--- src/rtl/refsel_pkg.sv ---
package refsel_pkg;

  typedef enum logic [1:0] {
    MODE_AUTO   = 2'd0,
    MODE_MANUAL = 2'd1,
    MODE_FORCED = 2'd2
  } selMode_e;

  localparam logic [3:0] SSM_PRC  = 4'h2;
  localparam logic [3:0] SSM_SSUA = 4'h4;
  localparam logic [3:0] SSM_SSUB = 4'h8;
  localparam logic [3:0] SSM_SEC  = 4'hB;
  localparam logic [3:0] SSM_DNU  = 4'hF;

  localparam logic [2:0] RANK_UNK = 3'd5;
  localparam logic [2:0] RANK_DNU = 3'd4;

  // control -> datapath strobes
  typedef struct packed {
    logic holdNext;
  } selStrb_t;

  // quality rank: 0 is best, 5 is unknown
  function automatic logic [2:0] ssmRank(input logic [3:0] code);
    case (code)
      SSM_PRC:  return 3'd0;
      SSM_SSUA: return 3'd1;
      SSM_SSUB: return 3'd2;
      SSM_SEC:  return 3'd3;
      SSM_DNU:  return RANK_DNU;
      default:  return RANK_UNK;
    endcase
  endfunction

endpackage

--- src/rtl/refsel_dp.sv ---
module refsel_dp
  import refsel_pkg::*;
#(
  parameter int N     = 4,
  parameter int PRI_W = 4,
  parameter int ID_W  = 8
) (
  input  logic                 clk,
  input  logic                 rstN,
  input  logic [N-1:0]         srcValid,
  input  logic [N-1:0]         srcFreqBad,
  input  logic [N-1:0]         freqRecover,
  input  logic [N*PRI_W-1:0]   srcPri,
  input  logic [N*4-1:0]       srcSsm,
  input  logic [N*ID_W-1:0]    srcClkId,
  input  logic [ID_W-1:0]      localClkId,
  input  logic                 ssmCtrlEn,
  input  logic                 clkIdCtrlEn,
  input  logic                 unkMapEn,
  input  logic [3:0]           unkMapLvl,
  input  logic                 maxOutEn,
  input  logic [3:0]           maxOutLvl,
  input  selStrb_t             strb,
  input  logic [$clog2(N)-1:0] nextSel,
  output logic [N-1:0]         elig,
  output logic [$clog2(N)-1:0] bestIdx,
  output logic                 bestFound,
  output logic [3:0]           outSsm
);
  localparam int IDX_W = $clog2(N);
  localparam int KEY_W = PRI_W + 3;

  logic [N-1:0]     freqFlagQ;
  logic [3:0]       effLvl [N];
  logic [2:0]       rankI  [N];
  logic [KEY_W-1:0] key    [N];
  logic [KEY_W-1:0] bestKey;
  logic [3:0]       sendLvl;
  logic             mapOk;

  assign mapOk = unkMapEn && (ssmRank(unkMapLvl) != RANK_UNK);

  // frequency-fault flags: set wins over recover
  always_ff @(posedge clk) begin
    if (!rstN) freqFlagQ <= '0;
    else       freqFlagQ <= (freqFlagQ & ~freqRecover) | srcFreqBad;
  end

  for (genvar i = 0; i < N; i++) begin : g_src
    logic [3:0] rawLvl;
    assign rawLvl   = srcSsm[i*4 +: 4];
    assign effLvl[i] = (ssmRank(rawLvl) == RANK_UNK && mapOk) ? unkMapLvl : rawLvl;
    assign rankI[i]  = ssmRank(effLvl[i]);
    assign elig[i]   = srcValid[i] & ~freqFlagQ[i]
                     & (rankI[i] != RANK_UNK)
                     & ~(ssmCtrlEn & (rankI[i] == RANK_DNU))
                     & ~(clkIdCtrlEn & (srcClkId[i*ID_W +: ID_W] == localClkId));
    assign key[i]    = {(ssmCtrlEn ? rankI[i] : 3'd0), srcPri[i*PRI_W +: PRI_W]};
  end

  // lowest key wins; strict compare keeps the lowest index on ties
  always_comb begin
    bestFound = 1'b0;
    bestIdx   = '0;
    bestKey   = '1;
    for (int i = 0; i < N; i++) begin
      if (elig[i] && (!bestFound || key[i] < bestKey)) begin
        bestFound = 1'b1;
        bestIdx   = IDX_W'(i);
        bestKey   = key[i];
      end
    end
  end

  always_comb begin
    sendLvl = effLvl[nextSel];
    if (ssmRank(sendLvl) == RANK_UNK) sendLvl = SSM_DNU;
    if (maxOutEn && ssmRank(maxOutLvl) != RANK_UNK &&
        ssmRank(sendLvl) < ssmRank(maxOutLvl))
      sendLvl = maxOutLvl;
    if (strb.holdNext) sendLvl = SSM_DNU;
  end

  always_ff @(posedge clk) begin
    if (!rstN) outSsm <= SSM_DNU;
    else       outSsm <= sendLvl;
  end

endmodule

--- src/rtl/refsel_ctrl.sv ---
module refsel_ctrl
  import refsel_pkg::*;
#(
  parameter int N = 4
) (
  input  logic                 clk,
  input  logic                 rstN,
  input  logic                 cmdValid,
  input  logic [1:0]           cmdOp,
  input  logic [$clog2(N)-1:0] cmdSrc,
  input  logic                 revertive,
  input  logic [N-1:0]         elig,
  input  logic [$clog2(N)-1:0] bestIdx,
  input  logic                 bestFound,
  output selStrb_t             strb,
  output logic [$clog2(N)-1:0] nextSel,
  output logic [$clog2(N)-1:0] selIdx,
  output logic                 holdover
);
  localparam int IDX_W = $clog2(N);

  selMode_e         modeQ;
  logic [IDX_W-1:0] tgtQ;
  logic             nextHold;

  always_ff @(posedge clk) begin
    if (!rstN) begin
      modeQ <= MODE_AUTO;
      tgtQ  <= '0;
    end else if (cmdValid) begin
      case (cmdOp)
        2'd0: modeQ <= MODE_AUTO;
        2'd1: begin modeQ <= MODE_MANUAL; tgtQ <= cmdSrc; end
        2'd2: begin modeQ <= MODE_FORCED; tgtQ <= cmdSrc; end
        default: ;
      endcase
    end
  end

  always_comb begin
    nextSel  = selIdx;
    nextHold = holdover;
    if (modeQ == MODE_FORCED) begin
      nextSel  = tgtQ;
      nextHold = 1'b0;
    end else if (modeQ == MODE_MANUAL && elig[tgtQ]) begin
      nextSel  = tgtQ;
      nextHold = 1'b0;
    end else if (!revertive && !holdover && elig[selIdx]) begin
      nextHold = 1'b0;
    end else if (bestFound) begin
      nextSel  = bestIdx;
      nextHold = 1'b0;
    end else begin
      nextHold = 1'b1;
    end
  end

  assign strb.holdNext = nextHold;

  always_ff @(posedge clk) begin
    if (!rstN) begin
      selIdx   <= '0;
      holdover <= 1'b1;
    end else begin
      selIdx   <= nextSel;
      holdover <= nextHold;
    end
  end

endmodule

--- src/rtl/refsel_top.sv ---
module refsel_top
  import refsel_pkg::*;
#(
  parameter int N     = 4,
  parameter int PRI_W = 4,
  parameter int ID_W  = 8
) (
  input  logic                 clk,
  input  logic                 rstN,
  input  logic [N-1:0]         srcValid,
  input  logic [N-1:0]         srcFreqBad,
  input  logic [N-1:0]         freqRecover,
  input  logic [N*PRI_W-1:0]   srcPri,
  input  logic [N*4-1:0]       srcSsm,
  input  logic [N*ID_W-1:0]    srcClkId,
  input  logic [ID_W-1:0]      localClkId,
  input  logic                 ssmCtrlEn,
  input  logic                 clkIdCtrlEn,
  input  logic                 revertive,
  input  logic                 unkMapEn,
  input  logic [3:0]           unkMapLvl,
  input  logic                 maxOutEn,
  input  logic [3:0]           maxOutLvl,
  input  logic                 cmdValid,
  input  logic [1:0]           cmdOp,
  input  logic [$clog2(N)-1:0] cmdSrc,
  output logic [$clog2(N)-1:0] selIdx,
  output logic                 holdover,
  output logic [3:0]           outSsm
);
  localparam int IDX_W = $clog2(N);

  selStrb_t         strb;
  logic [IDX_W-1:0] nextSel;
  logic [IDX_W-1:0] bestIdx;
  logic             bestFound;
  logic [N-1:0]     elig;

  refsel_dp #(.N(N), .PRI_W(PRI_W), .ID_W(ID_W)) u_dp (
    .clk(clk), .rstN(rstN),
    .srcValid(srcValid), .srcFreqBad(srcFreqBad), .freqRecover(freqRecover),
    .srcPri(srcPri), .srcSsm(srcSsm), .srcClkId(srcClkId), .localClkId(localClkId),
    .ssmCtrlEn(ssmCtrlEn), .clkIdCtrlEn(clkIdCtrlEn),
    .unkMapEn(unkMapEn), .unkMapLvl(unkMapLvl),
    .maxOutEn(maxOutEn), .maxOutLvl(maxOutLvl),
    .strb(strb), .nextSel(nextSel),
    .elig(elig), .bestIdx(bestIdx), .bestFound(bestFound), .outSsm(outSsm)
  );

  refsel_ctrl #(.N(N)) u_ctrl (
    .clk(clk), .rstN(rstN),
    .cmdValid(cmdValid), .cmdOp(cmdOp), .cmdSrc(cmdSrc), .revertive(revertive),
    .elig(elig), .bestIdx(bestIdx), .bestFound(bestFound),
    .strb(strb), .nextSel(nextSel), .selIdx(selIdx), .holdover(holdover)
  );

endmodule

--- config.mk ---
export PLATFORM = sky130hd
export DESIGN_NAME = refsel_top
export DESIGN_NICKNAME = d
export VERILOG_FILES = /design/src/rtl/refsel_pkg.sv /design/src/rtl/refsel_dp.sv /design/src/rtl/refsel_ctrl.sv /design/src/rtl/refsel_top.sv
export SDC_FILE = /design/constraint.sdc
export NUM_CORES = 1
export LEC_CHECK = 0
export ABC_CLOCK_PERIOD_IN_PS = 17390
export BUFFER_PORTS_ARGS = -buffer_cell sky130_fd_sc_hd__clkbuf_2
export CELL_PAD_IN_SITES_DETAIL_PLACEMENT = 1
export CELL_PAD_IN_SITES_GLOBAL_PLACEMENT = 1
export CORE_MARGIN = 4
export CORE_UTILIZATION = 40
export DETAILED_ROUTE_END_ITERATION = 8
export PLACE_DENSITY = 0.86
export SLEW_MARGIN = 20
export SYNTH_ARGS = -nofsm -noshare
export SYNTH_HDL_FRONTEND = slang
export SYNTH_SLANG_ARGS = --single-unit
--- constraint.sdc ---
create_clock -name clk -period 17.39 [get_ports clk]
set_input_delay 0.8695 -clock clk [delete_from_list [all_inputs] [get_ports clk]]
set_output_delay 0.8695 -clock clk [all_outputs]
set_load 0.03 [all_outputs]
==> results.sh, run 1 <==
export IMPL_n_antenna_cell=0
export IMPL_dp_cells=756
export IMPL_clkTransAtPathRegs_ns=0.07
export IMPL_grt_start_max_net_pins=17
export IMPL_start_util=0.414
export IMPL_nNetsFinal=752
export IMPL_cap_violations=0
export IMPL_io_pin_count=111
export IMPL_root_buffer="clkbuf_8"
export IMPL_synth_compound_area_frac=0.365
export IMPL_area_growth_pct=15.6
export IMPL_synth_async_reset_ratio=0
export IMPL_syn_inst=538
export IMPL_hold_slack_ns=0.536
export IMPL_cp_data_arrival_time_ns=11.63
export IMPL_cp_max_fo=13
export IMPL_vias=4596
export IMPL_intPower_uw=131
export IMPL_synth_fp_nets=662
export IMPL_synth_top_cell_by_area="dfxtp_1"
export IMPL_outcome="completed"
export IMPL_cts_resized_gates=0
export IMPL_coreArea_um2=9860
export IMPL_synthSimpleGateAreaFrac=0.295
export IMPL_synth_xor_xnor_area_share=0.0987
export IMPL_hpwl_um=12200
export IMPL_post_route_min_period_ns=11.49
export IMPL_cts_setup_buffers=0
export IMPL_synthTopCellsByCount="nor2_1, a21oi_1, nand2_1, xor2_1, nor2b_1"
export IMPL_reg2reg_depth=43
export IMPL_grt_ovfl_total=0
export IMPL_cts_tree="yes"
export IMPL_postPlaceCellArea_um2=4670
export IMPL_hold_start="u_ctrl.modeQ[0]"
export IMPL_powerDensity_nw_per_um2=55.8
export IMPL_fp_row_count=36
export IMPL_postRouteAntennaNets=0
export IMPL_gp_congestion=0.929
export IMPL_grt_pass1_wl_um=24000
export IMPL_vias_per_cell=6.05
export IMPL_relSlewSlack=0.416
export IMPL_synth_area_leaders="dfxtp_1, ha_1, xor2_1"
export IMPL_ff2ff_setup_slack_ns=7.70
export IMPL_die_area_um2=11900
export IMPL_die_h_um=109
export IMPL_syn_area_per_cell_um2=7.59
export IMPL_synth_cell_types=101
export IMPL_switchingPower_uw=132
export IMPL_setup_viol=0
export IMPL_share_comb_of_total_power=0.731
export IMPL_synth_warnings=0
export IMPL_synth_top_family_by_area="compound AO/OA/AOI/OAI gates"
export IMPL_drc_errors=0
export IMPL_cts_made_buffers=3
export IMPL_start_kind="input pin"
export IMPL_drive_gt1_frac=0.262
export IMPL_final_max_slew_viol_count=0
export IMPL_post_route_period_util=0.661
export IMPL_finClkSkew_ns=0.00175
export IMPL_first_global_vias=4952
export IMPL_swShare=0.502
export IMPL_ys_flop_type="dfxtp_1"
export IMPL_hold_depth=2
export IMPL_criticalPathCategory="in -> reg"
export IMPL_postCtsHoldBufs=0
export IMPL_whs_endpoint="u_ctrl.modeQ[0]"
export IMPL_regToRegStartpoint="u_dp.freqFlagQ[0]"
export IMPL_synth_fa_ha_area_frac=0.0714
export IMPL_synth_top_area_share=0.0736
export IMPL_cts_buffer_depth=2
export IMPL_netlist_area_um2=4080
export IMPL_fmax_mhz=87.1
export IMPL_hp_class="reg -> reg"
export IMPL_required_ns=17.53
export IMPL_clock_latency_ns=0.25
export IMPL_htreeDepth=1
export IMPL_crit_reg2reg_capture="u_dp.outSsm[3]"
export IMPL_vdd_drop_max_uv=55.5
export IMPL_numPortBuffers=110
export IMPL_wl_per_cell_um=19.0
export IMPL_max_stage_delay_ns=0.74
export IMPL_die_x_um=109
export IMPL_layoutNonFillerInstCount=760
export IMPL_groute_usage_overall=0.246
export IMPL_cp_slowest_cell="a32oi_2"
export IMPL_hold_viol=0
export IMPL_pwr_share_seq=0.157
export IMPL_rsz0062_at_grt="no"
export IMPL_drtIter0Drc=241
export IMPL_clockPowerShare=0.112
export IMPL_worst_pin_slew_ns=0.876
export IMPL_crit_top_cell="a21oi_1"
export IMPL_synth_edf_count=0
export IMPL_tns_ns=0
export IMPL_drt_wl_total_um=14500
export IMPL_firstDrtPassIters=4
export IMPL_clock_sinks=15
export IMPL_final_area_um2=4720
export IMPL_synth_most_common_cell="nor2_1"
export IMPL_synth_seq_area_share=0.0736
export IMPL_end_kind="register"
export IMPL_leakage_uw=0.00197
export IMPL_synthMuxAreaShare=0.0451
export IMPL_power_total_uw=263
export IMPL_ys_ff_latch=15
export IMPL_antenna_found_initial=0
-- power by group through the flow --
stage | Combinational (µW) | Clock [µW] | Sequential [µW]
finish | 192 | 29.5 | 41.4
global placement | 179 | 0 | 41.9
CTS | 191 | 29.7 | 41.3
floorplan | 134 | 0 | 46.5
global route | 211 | 31.4 | 42.1
detailed placement | 190 | 0 | 42.0
-- layout by cell type, fill, tap and decap left out, types with 4 or more instances in the layout --
| cell type | count |
|---|---|
| a2111oi_0 | 4 |
| a211o_1 | 5 |
| a211oi_1 | 5 |
| a21o_1 | 11 |
| a21oi_1 | 30 |
| a22oi_1 | 5 |
| a31o_2 | 4 |
| a31oi_1 | 7 |
| and2_1 | 13 |
| and3_1 | 8 |
| clkbuf_2 | 110 |
| dfxtp_1 | 15 |
| ha_1 | 20 |
| inv_1 | 20 |
| mux2i_1 | 11 |
| nand2_1 | 29 |
| nand2b_1 | 10 |
| nand3_1 | 14 |
| nand4_1 | 5 |
| nor2_1 | 36 |
| nor2b_1 | 22 |
| nor3_1 | 20 |
| nor3b_1 | 5 |
| nor4_1 | 9 |
| o211a_1 | 6 |
| o21a_1 | 13 |
| o21ai_0 | 20 |
| o21ai_1 | 7 |
| o31ai_1 | 6 |
| or2_2 | 5 |
| xnor2_1 | 21 |
| xor2_1 | 25 |
-- state kept, by name, summed over array words and instances, names as in the netlist --
register,flops
u_ctrl.holdover,1
u_ctrl.modeQ,2
u_ctrl.selIdx,2
u_ctrl.tgtQ,2
u_dp.freqFlagQ,4
u_dp.outSsm,4
-- stage by stage --
step            util  setup WS, ns
2_1_floorplan      -          7.43
3_3_place_gp   0.473          6.55
3_5_place_dp   0.473          5.82
4_1_cts        0.478          6.03
5_1_grt        0.478          5.00
6_report       0.478          5.90
-- final cells by class --
| cell class | instances | area, µm² |
|---|---|---|
| inverter | 20 | 75.1 |
| sequential | 15 | 300 |
| clock inverter | 1 | 7.51 |
| tap | 133 | 166 |
| clock buffer | 3 | 41.3 |
| timing repair buffer | 111 | 558 |
| fill | 1280 | 5140 |
| multi-input combinational | 477 | 3570 |
-- critical path: cells and delay by family --
family / cells / cell delay, ns
compound gates: 23 / 5.05
xor+xnor: 1 / 0.40
simple gates: 16 / 2.61
mux: 4 / 1.22
fa+ha+maj: 4 / 1.17
buf+inv: 1 / 0.28
-- routing by layer --
metal / global-route usage / part of all wire / up-vias
met5: 0 / 0 / -
met3: 0.0184 / 0.035 / 30
met1: 0.309 / 0.43 / 2200
met2: 0.445 / 0.51 / 124
li1: - / - / 2242
met4: 0.0757 / 0.027 / 0
-- cells by family after synthesis --
kind of cell / count (synthesis)
buffers and inverters: 46
AND/OR/NAND/NOR: 206
AO/OA/AOI/OAI: 184
flip-flops: 15
adder cells (fa/ha/maj): 24
XOR/XNOR: 46
multiplexers: 17
-- how the worst max path moves through the flow --
stage / from / to / slack (ns) / cells past startpoint
5_1_grt: unkMapLvl[3] / u_dp.outSsm[3] / 5.00 / 49
6_report: unkMapLvl[3] / u_dp.outSsm[3] / 5.90 / 49
4_1_cts: unkMapLvl[3] / u_dp.outSsm[3] / 6.03 / 49
3_5_place_dp: unkMapLvl[3] / u_dp.outSsm[3] / 5.82 / 49
2_1_floorplan: unkMapLvl[0] / u_dp.outSsm[3] / 7.43 / 52
3_3_place_gp: unkMapLvl[3] / u_dp.outSsm[3] / 6.55 / 49
No activity file was read; power rests on OpenSTA's default activity.
==> inputs of run 2 (changes only) <==
- ABC_CLOCK_PERIOD_IN_PS: 17390 -> 10720
- CORE_UTILIZATION: 40 -> 39
- PLACE_DENSITY: 0.86 -> 0.85
- clock period: 17.39 -> 10.72 ns (I/O delays scaled with it)
==> results.sh, run 2 (synthesized netlist as in run 1, its figures left out) <==
export IMPL_drc_errors=0
export IMPL_area_growth_pct=20.0
export IMPL_first_global_vias=4767
export IMPL_final_util=0.477
export IMPL_io_pin_count=111
export IMPL_coreArea_um2=10300
export IMPL_setup_viol=0
export IMPL_numPortBuffers=110
export IMPL_firstDrtPassIters=4
export IMPL_root_buffer="clkbuf_8"
export IMPL_clkTransAtPathRegs_ns=0.07
export IMPL_cp_slowest_cell="mux2_1"
export IMPL_tns_ns=0
export IMPL_leakage_uw=0.00201
export IMPL_cts_buffer_depth=2
export IMPL_antenna_found_initial=0
export IMPL_cp_max_fo=12
export IMPL_max_stage_delay_ns=0.38
export IMPL_hpwl_um=11800
export IMPL_end_kind="register"
export IMPL_switchingPower_uw=226
export IMPL_post_route_period_util=0.957
export IMPL_layout_common_cells="clkbuf_2, nor2_1, nand2_1"
export IMPL_clock_sinks=15
export IMPL_gp_congestion=0.899
export IMPL_fmax_mhz=97.5
export IMPL_criticalPathCategory="in -> reg"
export IMPL_pre_cts_ws_ns=-0.318
export IMPL_cts_tree="yes"
export IMPL_grt_pass1_wl_um=22800
export IMPL_fillers=1332
export IMPL_pwr_share_seq=0.148
export IMPL_setup_ws_ns=0.462
export IMPL_grt_start_max_net_pins=17
export IMPL_vias=4683
export IMPL_seq_area_um2=300
export IMPL_intPower_uw=227
export IMPL_relSlewSlack=0.595
export IMPL_drtIter0Drc=253
export IMPL_powerDensity_nw_per_um2=92.5
export IMPL_outcome="completed"
export IMPL_start_util=0.397
export IMPL_post_route_min_period_ns=10.26
export IMPL_wl_per_cell_um=18.7
export IMPL_multi_input_area_um2=3690
export IMPL_htreeDepth=1
export IMPL_largestRegisters="u_dp.freqFlagQ x4, u_dp.outSsm x4"
export IMPL_swShare=0.499
export IMPL_die_area_um2=12200
export IMPL_start_kind="input pin"
export IMPL_cts_made_buffers=3
export IMPL_worst_pin_slew_ns=0.590
export IMPL_crit_top_cell="a21oi_1"
export IMPL_vias_per_cell=6.09
export IMPL_die_h_um=110
export IMPL_fp_row_count=37
export IMPL_drive_gt1_frac=0.294
export IMPL_clockPowerShare=0.109
export IMPL_hold_viol=0
export IMPL_die_x_um=110
export IMPL_postRouteAntennaNets=0
export IMPL_share_comb_of_total_power=0.743
export IMPL_final_max_slew_viol_count=0
export IMPL_cap_violations=0
export IMPL_vdd_drop_max_uv=109
export IMPL_nNetsFinal=758
export IMPL_n_antenna_cell=0
export IMPL_power_total_uw=453
export IMPL_hp_class="in -> reg"
export IMPL_final_common_cell="clkbuf_2"
export IMPL_drt_wl_total_um=14400
export IMPL_cp_data_arrival_time_ns=10.40
export IMPL_finClkSkew_ns=0.00388
export IMPL_clock_latency_ns=0.26
export IMPL_groute_usage_overall=0.230
export IMPL_grt_ovfl_total=0
export IMPL_required_ns=10.87
==> run 2: final timing paths <==
kind                startpoint  slack (ns)  depth (start not counted)           endpoint
max               unkMapLvl[2]        0.46                         51     u_dp.outSsm[3]
min              srcFreqBad[1]        0.49                          2  u_dp.freqFlagQ[1]
max reg2reg  u_dp.freqFlagQ[0]        1.57                         45     u_dp.outSsm[3]
min reg2reg    u_ctrl.modeQ[0]        0.53                          2    u_ctrl.modeQ[0]
==> run 2: layer usage <==
metal / part of all wire / GRT usage
met1: 0.42 / 0.287
met2: 0.51 / 0.417
met3: 0.037 / 0.0128
met4: 0.032 / 0.0792
met5: 0 / 0
==> run 2: worst max-delay path: cells and delay by family <==
family	cells	cell delay (ns)
AND/OR/NAND/NOR	16	2.69
multiplexers	5	1.50
adder cells (fa/ha/maj)	4	1.22
AO/OA/AOI/OAI	23	3.80
buffers and inverters	3	0.61
==> run 2: per-stage QoR <==
step	instance area (µm²)	hold slack [ns]	instances
global placement	4700	0.513	762
finish	4900	0.487	769
floorplan	4080	0.488	538
global route	4900	0.495	769
CTS	4760	0.487	766
detailed placement	4700	0.523	762
==> run 2: area by class of cell <==
cell class	instances	area share
Multi-Input combinational cell	477	0.753
Timing Repair Buffer	117	0.125
Sequential cell	15	0.0613
Tap cell	136	0.0347
Inverter	20	0.0153
Clock buffer	3	0.00843
Clock inverter	1	0.00153
==> run 2: repair_timing <==
action	in CTS	in global routing
hold buffers	0	0
setup buffers	0	3
endpoints found under the hold margin	0	0
gates resized for setup	2	30
setup endpoints to repair	2	4
pin swaps	0	2
==> run 2: power groups by stage <==
stage / combinational, µW / sequential [µW] / clock [µW]
floorplan: 217 / 75.4 / 0
global placement: 294 / 68.0 / 0
detailed placement: 310 / 68.1 / 0
CTS: 314 / 67.0 / 50.4
global route: 369 / 68.0 / 53.0
finish: 337 / 66.9 / 49.5
==> inputs of run 3 (changes only) <==
- CORE_UTILIZATION: 39 -> 38
- CTS_CLUSTER_SIZE: default -> 8
- SYNTH_HIERARCHICAL: default -> 1
==> results.sh, run 3 <==
export IMPL_drtIter0Drc=240
export IMPL_synth_compound_area_frac=0.306
export IMPL_largestRegisters="u_dp/freqFlagQ x4, u_dp/outSsm x4"
export IMPL_power_total_uw=373
export IMPL_hold_viol=0
export IMPL_die_x_um=107
export IMPL_end_kind="register"
export IMPL_synth_xor_xnor_area_share=0.124
export IMPL_groute_usage_overall=0.219
export IMPL_switchingPower_uw=179
export IMPL_htreeDepth=1
export IMPL_synth_warnings=6
export IMPL_ys_ff_latch=15
export IMPL_finClkSkew_ns=0.00563
export IMPL_drive_gt1_frac=0.256
export IMPL_io_pin_count=111
export IMPL_post_route_period_util=0.939
export IMPL_synth_area_leaders="dfxtp_1, ha_1, xnor2_1"
export IMPL_layout_common_cells="clkbuf_2, nor2_1, nand2_1"
export IMPL_first_global_vias=4521
export IMPL_pwr_share_seq=0.175
export IMPL_final_max_slew_viol_count=0
export IMPL_clock_latency_ns=0.24
export IMPL_worst_pin_slew_ns=0.866
export IMPL_synth_async_reset_ratio=0
export IMPL_postCtsHoldBufs=0
export IMPL_grt_pass1_wl_um=21400
export IMPL_powerDensity_nw_per_um2=83.3
export IMPL_leakage_uw=0.00204
export IMPL_cp_max_fo=13
export IMPL_synth_fa_ha_area_frac=0.0693
export IMPL_hp_class="in -> reg"
export IMPL_synth_top_cell_by_area="dfxtp_1"
export IMPL_cts_buffer_depth=2
export IMPL_start_kind="input pin"
export IMPL_fmax_mhz=99.3
export IMPL_netlist_area_um2=3760
export IMPL_clock_sinks=15
export IMPL_setup_viol=0
export IMPL_antenna_found_initial=0
export IMPL_max_stage_delay_ns=0.66
export IMPL_synthSimpleGateAreaFrac=0.282
export IMPL_clockPowerShare=0.119
export IMPL_nNetsFinal=743
export IMPL_grt_ovfl_total=0
export IMPL_vdd_drop_max_uv=33.1
export IMPL_ff2ff_setup_slack_ns=2.00
export IMPL_coreArea_um2=9680
export IMPL_drc_errors=0
export IMPL_synth_top_area_share=0.0799
export IMPL_crit_top_cell="a21oi_1"
export IMPL_share_comb_of_total_power=0.705
export IMPL_synthMuxAreaShare=0.0619
export IMPL_vias_per_cell=5.83
export IMPL_synth_most_common_cell="nor2_1"
export IMPL_fp_row_count=36
export IMPL_criticalPathCategory="in -> reg"
export IMPL_final_common_cell="clkbuf_2"
export IMPL_synth_seq_area_share=0.0799
export IMPL_cts_made_buffers=3
export IMPL_syn_inst=524
export IMPL_synthTopCellsByCount="nor2_1, nand2_1, inv_1, a21oi_1, xnor2_1"
export IMPL_cp_slowest_cell="mux4_2"
export IMPL_numPortBuffers=110
export IMPL_postRouteAntennaNets=0
export IMPL_tns_ns=0
export IMPL_start_util=0.388
export IMPL_relSlewSlack=0.415
export IMPL_synth_fp_nets=648
export IMPL_synth_edf_count=0
export IMPL_cap_violations=0
export IMPL_outcome="completed"
export IMPL_cts_tree="yes"
export IMPL_wl_per_cell_um=17.8
export IMPL_post_route_min_period_ns=10.07
export IMPL_n_antenna_cell=0
export IMPL_synth_top_family_by_area="compound AO/OA/AOI/OAI gates"
export IMPL_vias=4378
export IMPL_grt_start_max_net_pins=17
export IMPL_syn_area_per_cell_um2=7.17
export IMPL_clkTransAtPathRegs_ns=0.06
export IMPL_cp_data_arrival_time_ns=10.18
export IMPL_swShare=0.481
export IMPL_intPower_uw=193
export IMPL_die_area_um2=11500
export IMPL_required_ns=10.83
export IMPL_gp_congestion=0.905
export IMPL_firstDrtPassIters=6
export IMPL_synth_cell_types=77
export IMPL_drt_wl_total_um=13400
export IMPL_hpwl_um=11100
export IMPL_die_h_um=107
export IMPL_root_buffer="clkbuf_8"
export IMPL_ys_flop_type="dfxtp_1"
export IMPL_area_growth_pct=19.1
-- run 3: cell types whose count changed in the layout (fill, tap and decap cells not counted), sizes merged, moves of 5 or more --
| cell | before | now |
|---|---|---|
| nor2 | 36 | 54 |
| inv | 20 | 35 |
| nand2 | 29 | 43 |
| nor2b | 22 | 10 |
| xnor2 | 21 | 28 |
| a31oi | 9 | 3 |
| and2 | 14 | 8 |
| or2 | 6 | 0 |
| a211o | 6 | 1 |
| a22oi | 6 | 1 |
| o21ai | 28 | 23 |
| or3 | 4 | 9 |
-- run 3: area by class of cell --
class                   count  area [µm²]
clock buffers               4        45.0
fillers                  1282        5210
inverters                  36         135
multi-input cells         447        3230
flip-flops and latches     15         300
well taps                 133         166
repair buffers            116         596
-- run 3: cell families after synthesis --
group	after synthesis
AOI/OAI and AO/OA	152
and+or+nand+nor	201
buffers and inverters	62
adders and majority gates	21
DFF	15
xor gates and xnor gates	53
muxes	20
-- run 3: power groups by stage --
stage / Sequential [µW] / Combinational (µW) / Clock, µW
2_1_floorplan: 72.0 / 167 / 0
3_3_place_gp: 66.0 / 229 / 0
3_5_place_dp: 66.3 / 243 / 0
4_1_cts: 65.3 / 245 / 45.2
5_1_grt: 66.0 / 290 / 48.1
6_report: 65.3 / 263 / 44.5
-- run 3: critical path, delay by kind of cell --
kind	cells	cell delay, ns
adder cells (fa/ha/maj)	4	0.88
multiplexers	2	0.96
AO/OA/AOI/OAI	24	5.18
buffers and inverters	2	0.28
AND/OR/NAND/NOR	15	2.13
XOR/XNOR	1	0.19
-- run 3: stage by stage --
step | hold slack (ns) | worst slack [ns] | util | instances | area [µm²]
6_report | 0.498 | 0.654 | 0.462 | 751 | 4470
5_1_grt | 0.502 | -0.0299 | 0.462 | 751 | 4470
2_1_floorplan | 0.489 | 1.30 | - | 524 | 3760
3_5_place_dp | 0.547 | -0.391 | 0.447 | 743 | 4330
4_1_cts | 0.499 | 0.0489 | 0.452 | 747 | 4380
3_3_place_gp | 0.526 | 0.469 | 0.447 | 743 | 4330
-- run 3: path summary, 6_finish.rpt --
check	start	to	cells past startpoint
setup reg to reg	u_dp/freqFlagQ[0]	u_dp/outSsm[1]	44
setup / recovery	unkMapLvl[3]	u_dp/outSsm[1]	48
hold reg to reg	u_ctrl/modeQ[1]	u_ctrl/modeQ[1]	2
hold / removal	srcFreqBad[2]	u_dp/freqFlagQ[2]	2
-- run 3: per-layer routing --
layer  vias up  GRT usage  part of all wire  wire, µm
li1       2117          -                 -         -
met1      2094      0.283              0.43      5700
met2       144      0.386              0.50      6750
met3        23     0.0252             0.048       645
met4         0     0.0568             0.021       283
met5         -          0                 0         0
-- run 3: repair_timing --
action | in CTS | in global routing
pin swaps | 0 | 4
setup buffers | 0 | 4
endpoints found under the setup margin | 1 | 4
gates resized for setup | 1 | 14
